$ cat config.mk
export PLATFORM = sky130hd
export DESIGN_NAME = dma_req_router
export DESIGN_NICKNAME = d
export VERILOG_FILES = /design/src/rtl/dma_router_pkg.sv /design/src/rtl/dma_line_cond.sv /design/src/rtl/dma_route_table.sv /design/src/rtl/dma_ack_map.sv /design/src/rtl/dma_req_router.sv
export SDC_FILE = /design/constraint.sdc
export NUM_CORES = 1
export LEC_CHECK = 0
export BUFFER_PORTS_ARGS = -buffer_cell sky130_fd_sc_hd__buf_2
export CORE_ASPECT_RATIO = 1.75
export CORE_MARGIN = 2
export CORE_UTILIZATION = 40
export CTS_CLUSTER_DIAMETER = 150
export DETAILED_ROUTE_END_ITERATION = 6
export PLACE_DENSITY = 0.61
export SLEW_MARGIN = 10
export SYNTH_ARGS = -nofsm -noshare
export SYNTH_HDL_FRONTEND = slang
export SYNTH_SLANG_ARGS = --single-unit
$ cat constraint.sdc
create_clock -name clk -period 2.7 [get_ports clk]
set_clock_uncertainty 0.2 [all_clocks]
set_input_delay 0.27 -clock clk [delete_from_list [all_inputs] [get_ports clk]]
set_output_delay 0.27 -clock clk [all_outputs]
set_load 0.02 [all_outputs]
$ cat src/rtl/dma_router_pkg.sv
package dma_router_pkg;
  localparam int LINE_IDX_W = 2;
  localparam int LINES      = 1 << LINE_IDX_W;

  typedef struct packed {
    logic                  en;
    logic [LINE_IDX_W-1:0] idx;
  } route_t;

  // Routing value: 0 = none, k+1 = line k, beyond the line count = none.
  function automatic route_t decode_route(input logic [LINE_IDX_W:0] v);
    route_t r;
    r.en  = (v != '0) && (v <= (LINE_IDX_W+1)'(LINES));
    r.idx = LINE_IDX_W'(v - 1'b1);
    return r;
  endfunction

  function automatic logic level_hit(input logic cur, input logic pol);
    return pol ? cur : ~cur;
  endfunction

  function automatic logic edge_hit(input logic cur, input logic prev, input logic pol);
    return pol ? (cur & ~prev) : (~cur & prev);
  endfunction
endpackage

$ cat src/rtl/dma_line_cond.sv
module dma_line_cond
  import dma_router_pkg::*;
#(
  parameter int SYNC_STAGES = 2
) (
  input  logic clk,
  input  logic rst_n,
  input  logic pin,
  input  logic mode_we,
  input  logic mode_edge,
  input  logic mode_pol,
  input  logic ack_fire,
  output logic line_req,
  output logic edge_seen,
  output logic pend
);
  logic [SYNC_STAGES-1:0] sync_q;
  logic                   prev_q;
  logic                   edge_mode_q;
  logic                   pol_q;
  logic                   cur;

  assign cur = sync_q[SYNC_STAGES-1];

  // Pins idle high through pull-ups, so the chain resets to 1.
  always_ff @(posedge clk) begin
    if (!rst_n) begin
      sync_q <= '1;
      prev_q <= 1'b1;
    end else begin
      sync_q <= {sync_q[SYNC_STAGES-2:0], pin};
      prev_q <= cur;
    end
  end

  always_ff @(posedge clk) begin
    if (!rst_n) begin
      edge_mode_q <= 1'b0;
      pol_q       <= 1'b0;
    end else if (mode_we) begin
      edge_mode_q <= mode_edge;
      pol_q       <= mode_pol;
    end
  end

  assign edge_seen = edge_mode_q & edge_hit(cur, prev_q, pol_q);

  // A fresh edge outranks an acknowledge; a mode write outranks both.
  always_ff @(posedge clk) begin
    if (!rst_n)         pend <= 1'b0;
    else if (mode_we)   pend <= 1'b0;
    else if (edge_seen) pend <= 1'b1;
    else if (ack_fire)  pend <= 1'b0;
  end

  assign line_req = edge_mode_q ? pend : level_hit(cur, pol_q);
endmodule

$ cat src/rtl/dma_route_table.sv
module dma_route_table
  import dma_router_pkg::*;
#(
  parameter int NUM_CH = 4,
  localparam int CHW   = (NUM_CH > 1) ? $clog2(NUM_CH) : 1
) (
  input  logic                    clk,
  input  logic                    rst_n,
  input  logic                    wr_en,
  input  logic [CHW-1:0]          wr_ch,
  input  logic [LINE_IDX_W:0]     wr_val,
  output route_t [NUM_CH-1:0]     routes,
  output logic                    wr_reject,
  output logic                    cfg_err
);
  route_t claim;
  logic   conflict;
  logic   ch_ok;

  assign claim = decode_route(wr_val);
  assign ch_ok = (int'(wr_ch) < NUM_CH);

  always_comb begin
    conflict = 1'b0;
    for (int c = 0; c < NUM_CH; c++) begin
      if ((c != int'(wr_ch)) && routes[c].en && claim.en && (routes[c].idx == claim.idx))
        conflict = 1'b1;
    end
  end

  assign wr_reject = wr_en & ch_ok & conflict;

  always_ff @(posedge clk) begin
    if (!rst_n) begin
      for (int c = 0; c < NUM_CH; c++) begin
        routes[c].en  <= (c < 2);
        routes[c].idx <= (c < 2) ? LINE_IDX_W'(c) : '0;
      end
      cfg_err <= 1'b0;
    end else if (wr_en && ch_ok) begin
      if (conflict) begin
        cfg_err <= 1'b1;
      end else begin
        routes[wr_ch] <= claim;
        cfg_err       <= 1'b0;
      end
    end
  end
endmodule

$ cat src/rtl/dma_ack_map.sv
module dma_ack_map
  import dma_router_pkg::*;
#(
  parameter int NUM_CH = 4
) (
  input  logic                clk,
  input  logic                rst_n,
  input  route_t [NUM_CH-1:0] routes,
  input  logic [NUM_CH-1:0]   ch_xfer,
  input  logic [LINES-1:0]    line_req,
  output logic [NUM_CH-1:0]   ch_req,
  output logic [LINES-1:0]    ack_fire,
  output logic [LINES-1:0]    ack_pin_n
);
  logic [LINES-1:0] ack_q;

  for (genvar c = 0; c < NUM_CH; c++) begin : g_chreq
    assign ch_req[c] = routes[c].en & line_req[routes[c].idx];
  end

  always_comb begin
    ack_fire = '0;
    for (int l = 0; l < LINES; l++) begin
      for (int c = 0; c < NUM_CH; c++) begin
        if (routes[c].en && (routes[c].idx == LINE_IDX_W'(l)) && ch_xfer[c])
          ack_fire[l] = 1'b1;
      end
    end
  end

  always_ff @(posedge clk) begin
    if (!rst_n) ack_q <= '0;
    else        ack_q <= ack_fire;
  end

  assign ack_pin_n = ~ack_q;
endmodule

$ cat src/rtl/dma_req_router.sv
module dma_req_router
  import dma_router_pkg::*;
#(
  parameter int NUM_CH      = 4,
  parameter int SYNC_STAGES = 2,
  localparam int CHW        = (NUM_CH > 1) ? $clog2(NUM_CH) : 1
) (
  input  logic                  clk,
  input  logic                  rst_n,
  input  logic [LINES-1:0]      req_pin,
  output logic [LINES-1:0]      ack_pin_n,
  output logic [NUM_CH-1:0]     ch_req,
  input  logic [NUM_CH-1:0]     ch_xfer,
  input  logic                  cfg_route_we,
  input  logic [CHW-1:0]        cfg_route_ch,
  input  logic [LINE_IDX_W:0]   cfg_route_val,
  input  logic                  cfg_mode_we,
  input  logic [LINE_IDX_W-1:0] cfg_mode_line,
  input  logic                  cfg_mode_edge,
  input  logic                  cfg_mode_pol,
  output logic                  cfg_err
);
  route_t [NUM_CH-1:0] routes;
  logic                wr_reject;
  logic [LINES-1:0]    mode_we;
  logic [LINES-1:0]    line_req;
  logic [LINES-1:0]    edge_seen;
  logic [LINES-1:0]    pend;
  logic [LINES-1:0]    ack_fire;

  dma_route_table #(.NUM_CH(NUM_CH)) u_table (
    .clk       (clk),
    .rst_n     (rst_n),
    .wr_en     (cfg_route_we),
    .wr_ch     (cfg_route_ch),
    .wr_val    (cfg_route_val),
    .routes    (routes),
    .wr_reject (wr_reject),
    .cfg_err   (cfg_err)
  );

  for (genvar l = 0; l < LINES; l++) begin : g_line
    assign mode_we[l] = cfg_mode_we & (cfg_mode_line == LINE_IDX_W'(l));

    dma_line_cond #(.SYNC_STAGES(SYNC_STAGES)) u_cond (
      .clk       (clk),
      .rst_n     (rst_n),
      .pin       (req_pin[l]),
      .mode_we   (mode_we[l]),
      .mode_edge (cfg_mode_edge),
      .mode_pol  (cfg_mode_pol),
      .ack_fire  (ack_fire[l]),
      .line_req  (line_req[l]),
      .edge_seen (edge_seen[l]),
      .pend      (pend[l])
    );
  end

  dma_ack_map #(.NUM_CH(NUM_CH)) u_ack (
    .clk       (clk),
    .rst_n     (rst_n),
    .routes    (routes),
    .ch_xfer   (ch_xfer),
    .line_req  (line_req),
    .ch_req    (ch_req),
    .ack_fire  (ack_fire),
    .ack_pin_n (ack_pin_n)
  );
endmodule

# ---- Yosys cells after proc, flatten, opt, wreduce, memory -nomap -nowiden
# Index checks and enable logic that the tools add are counted.
dict set report op_classes {
  n_addsub 1
  n_lt_le_gt_ge 7
  eq_ne 22
  n_mux 52
  n_bitwise 31
  n_reduce_logical 62
}
# op n
set ops {}
lappend ops {{logical AND 1 bit} 46}
lappend ops {{2-to-1 mux 1 bit} 45}
lappend ops {{bitwise AND 1 bit} 20}
lappend ops {{== test 2 bit (second input constant)} 10}
lappend ops {{< comparator 2 x 3 -> 1 bit (second input constant)} 5}
lappend ops {{bitwise mux 12 bit} 1}
lappend ops {{== test 2 x 1 -> 1 bit (second input constant)} 5}
lappend ops {{zero test 2 bit} 5}
lappend ops {{NOT 1 bit} 10}
lappend ops {{nonzero test 2 bit} 5}
lappend ops {{binary-select mux 1 bit (select 2 bit)} 4}
lappend ops {{== test 2 bit} 4}
lappend ops {{OR reduction 2 bit} 4}
lappend ops {{demux 3 bit (select 2 bit)} 1}
lappend ops {{inequality test 2 bit (first input constant)} 2}
lappend ops {{NOT 4 bit} 1}
lappend ops {{<= comparator 3 bit (second input constant)} 1}
lappend ops {{2-to-1 mux 3 bit} 1}
lappend ops {{nonzero test 3 bit} 1}
lappend ops {{>= comparator 2 x 1 -> 1 bit (second input constant)} 1}
lappend ops {{inequality test 1 x 2 -> 1 bit (first input constant)} 1}
lappend ops {{AND reduction 2 bit} 1}
lappend ops {{subtractor 2 x 1 -> 2 bit (second input constant)} 1}
dict set report totals {
  reg_bits 41
  inputBits 21
  out_inout_bits 9
}

# ---- Logic depth before layout (Yosys ltp)
dict set report logic_depth {
  depth_word 10
  depth_mapped 9
  ltp_nobuf 8
}

# ---- Modules after synthesis
# Synthesis repeated with hierarchy kept, for this count alone.
dict set report hier_totals {
  cells_unflattened 212
  area_unflattened_um2 2149.6
}
# module n_inst cells_per_inst area_per_inst_um2 seq_area_each_um2
set by_module_without_submodules {}
lappend by_module_without_submodules {dma_line_cond 4 22 234.0 120.1}
lappend by_module_without_submodules {dma_route_table 1 78 758.2 260.2}
lappend by_module_without_submodules {dma_ack_map 1 42 417.9 80.1}
lappend by_module_without_submodules {dma_req_router 1 4 37.5 0.0}

# ---- Worst setup path after synthesis
# No wires, ideal clock.
dict set report synth_timing {
  path_kind {input to register}
  startpoint {in cfg_route_val[0]}
  endpoint {reg u_table.routes[3] (netlist name)}
  setup_time_ps 123
  arrival_ps 2076
  required_ps 2377
  setup_slack_ps 301
  path_stages 9
  n_path_buf 1
  cell_sequence {buf_4 inv_1 ha_1 nor2b_1 o2111ai_1 nor3b_2 a21oi_2 nor3b_2 mux2_1}
}
# element line_no
set synth_rtl {}
lappend synth_rtl {{start, declared} dma_req_router.sv:16} ;# input logic [LINE_IDX_W:0] cfg_route_val,

==> impl_summary.md <==
Worst setup path
Walking the worst path, the cells encountered are buf_2 > inv_1 > ha_1 > nor2b_1 > o2111ai_1 > nor3b_2 > a21oi_2 > nor3b_2 > mux2_1. The cell at the slowest stage of the critical path is sky130_fd_sc_hd__ha_1. The cell occurring most often along the worst timing path is sky130_fd_sc_hd__nor3b_2.

The maximum fanout along the worst path is 9. The data required time of the worst path is 2.69 ns. Data arrives at the worst endpoint at 2.23 ns. The endpoint type of the worst setup path is a flop. The nature of the critical path startpoint is a primary input.

The type of the worst setup path is primary input to flop. For this run, the slowest stage of the critical path takes 0.39 ns.

Timing
The relative max-transition margin is 0.587. In the finished design, the share of the clock period the worst path needs comes to 0.830. For the pin with the worst max-slew slack, the measured transition is 0.613 ns.

Setup violations remaining at the end of the flow were counted as 0. Setup repair after global routing left no endpoint under its margin. The clock period could shrink to 2.24 ns.

Static timing analysis puts the maximum clock frequency at 446 MHz. After routing, the total negative slack on setup checks comes to 0 ns. The final number of max-transition violations is 0. The hold violation total from the final report is 0.

Routing
The first detailed-routing pass ran for 4 iterations. In the routed design, unresolved DRC markers number 0. Dividing the detail-routed wire length by the instance count gives 13.7 um. The final layout contains routed wiring with a total length of 4350 um. The vias after detailed routing is 1667.

The count of antenna-violating nets left after detailed routing is 0. The ratio of routed vias to standard cells is 5.26. The DRC violation total after the first TritonRoute iteration is 54.

Clock network
In this run the number of H-tree levels came out at 2. Buffers added to address setup during post-CTS repair amount to 0. The maximum buffer depth of the clock tree is 2. TritonCTS built the clock tree. Once the clock tree was built, the resizer swapped 0 gates to a different size. The total number of clock tree sinks is 41. The later pin in the worst-skew pair is clocked with a latency of 0.30 ns. The cell at the root of the clock tree is sky130_fd_sc_hd__clkbuf_8. In this run, post-CTS hold repair placed 4 buffers. After clock tree synthesis, the clock-pin slew on the worst setup and hold paths is 0.08 ns. The number of clock buffers inserted by TritonCTS is 5.

Global routing
The global-route wire length before repair is 7210 um. For this run the aggregate overflow at the end of global routing stands at 0. Entering global routing, the biggest net connects 30 pins. The aggregate global-route resource usage is 0.165. The via count of the first global-routing pass is 1510.

The number of antenna violations at the first check in global routing is 0.

Floorplanning
The I/O pin count is 30. The die area is 5810 um^2. The initial utilization of the core area, before any placement, comes to 0.418.

The floorplan has 34 rows. In this run the horizontal extent of the chip is 58.5 um. The die span in y is 99.4 um. The core region is 4980 um^2.

Pwr
The standby leakage power is 0.961 nW. Of the total power, the share spent switching nets is 0.267. The total power is 1.25 mW.

The internal power of the cells totals 915 uW. The share of total power dissipated in the clock network is 0.332. IR analysis of the VDD net gives a maximum drop of 0.456 mV.

For this design the total switching power over the nets is 333 uW. The share of total power dissipated in combinational logic is 0.146. For this design the ratio of total power to cell area is 523 nW/um^2.

The share of total power dissipated in sequential elements is 0.522.

Layout
The proportion of layout cells with a drive suffix above 1 is 0.194. The library cell used most frequently in the layout, excluding fill and tap cells, is sky130_fd_sc_hd__dfxtp_1. After the last flow step, the layout net total stands at 285. From synthesis to final layout, the design area changed by 14.8%. After routing the design area is 2380 um^2. The final core utilization is 0.479.

The repair_antennas step left the layout with diodes totalling 0. The library cells used most frequently in the layout, excluding fill and tap cells, are sky130_fd_sc_hd__dfxtp_1 (41), sky130_fd_sc_hd__buf_2 (29), sky130_fd_sc_hd__nand2_1 (27).

Synthesis
The number of nets in the synthesized netlist is 254. The flip-flop and latch count after synthesis is 41. The synthesized netlist cell count is 232. After synthesis the cells add up to 2080 um^2. Counting distinct cell types in the post-synthesis netlist gives 36. The portion of the post-synthesis area used by sequential elements is 0.395. The average instance in the mapped netlist occupies 8.96 um^2.

The Yosys step of the flow raised 0 warnings.

Place
Once placement finished, the instance area stood at 2250 um^2. Detailed placement finished with a half-perimeter wire length of 3430 um. The number of port buffers is 29. At the end of routability-driven placement, the weighted congestion stood at 0.892.

Run
Across the run, the number of max-cap violations was 0.

Min path
The worst hold path class is primary input to flop.

Status
The run finished with clean final reports.
==> area by class of cell <==
type,count,area [um^2]
inverter,8,30.0
clock inverter,1,7.51
timing repair buffer,37,215
fill,472,2590
tap,54,67.6
sequential,41,821
clock buffer,6,82.6
multi-input combinational,170,1160
==> kinds of logic after synthesis <==
family                     Yosys count  share of synthesized area
DFF                                 41                      0.395
muxes                               22                      0.131
and+or+nand+nor                    112                      0.296
adders and majority gates            1                    0.00602
buffers and inverters               21                     0.0464
xor gates and xnor gates             9                     0.0379
AOI/OAI and AO/OA                   26                     0.0879
==> worst paths after layout <==
check	startpoint	to	slack, ns	cells past startpoint
hold reg to reg	g_line[0].u_cond.sync_q[0]	g_line[0].u_cond.sync_q[1]	0.21	1
hold / removal	cfg_route_ch[1]	u_table.routes[2]	0.09	3
setup / recovery	cfg_route_val[0]	u_table.routes[3]	0.46	9
setup reg to reg	u_table.routes[10]	u_table.routes[3]	0.51	6
==> metal layers <==
layer  routed length, um  GRT usage  up-vias
met5                   0          0        -
met4                 133     0.0948        0
met3                 185     0.0338       11
met2                2320      0.289       48
met1                1720      0.177      754
li1                    -          -      854
==> per-stage QoR <==
step                hold slack, ns  std cells  setup slack, ns
finish                      0.0930        317            0.460
global route                 0.102        317            0.329
CTS                         0.0913        317            0.432
detailed placement           0.194        306            0.142
global placement             0.189        306            0.210
floorplan                    0.171        232            0.301
==> Yosys cell counts, drive strengths merged <==
| cell | instances | share of area |
|---|---|---|
| a211oi | 2 | 0.0072 |
| a21oi | 5 | 0.014 |
| a22oi | 4 | 0.014 |
| a41oi | 1 | 0.0042 |
| and2 | 2 | 0.0060 |
| buf | 6 | 0.019 |
| clkbuf | 7 | 0.013 |
| dfxtp | 41 | 0.39 |
| ha | 1 | 0.0060 |
| inv | 8 | 0.014 |
| mux2 | 2 | 0.011 |
| mux2i | 16 | 0.077 |
| mux4 | 4 | 0.043 |
| nand2 | 27 | 0.049 |
| nand2b | 17 | 0.051 |
| nand3 | 6 | 0.014 |
| nand3b | 3 | 0.011 |
| nand4 | 3 | 0.0090 |
| nor2 | 16 | 0.029 |
| nor2b | 22 | 0.066 |
| nor3 | 6 | 0.014 |
| nor3b | 6 | 0.029 |
| nor4 | 1 | 0.0030 |
| nor4b | 2 | 0.0084 |
| o2111ai | 4 | 0.017 |
| o21ai | 6 | 0.014 |
| o221a | 2 | 0.011 |
| o22ai | 2 | 0.0060 |
| or3b | 1 | 0.0054 |
| xnor2 | 1 | 0.0042 |
| xor2 | 8 | 0.034 |
==> state kept, by name, summed over array words and instances, names as in the netlist <==
register / flops
g_line.u_cond.pend: 4
g_line.u_cond.prev_q: 4
u_table.cfg_err: 1
g_line.u_cond.pol_q: 4
g_line.u_cond.edge_mode_q: 4
g_line.u_cond.sync_q: 8
u_ack.ack_q: 4
u_table.routes: 12
==> power groups by stage <==
stage | clock network, mW | logic [mW] | registers [mW]
3_5_place_dp | 0 | 0.179 | 0.665
3_3_place_gp | 0 | 0.178 | 0.665
6_report | 0.415 | 0.182 | 0.651
2_1_floorplan | 0 | 0.133 | 0.655
4_1_cts | 0.425 | 0.184 | 0.651
5_1_grt | 0.451 | 0.202 | 0.655
==> critical path: cells and delay by family <==
kind	cells	cell delay (ns)
AND/OR/NAND/NOR	3	0.78
adder cells (fa/ha/maj)	1	0.39
multiplexers	1	0.36
AO/OA/AOI/OAI	2	0.30
buffers and inverters	2	0.13
(Power assumes the default switching activity.)
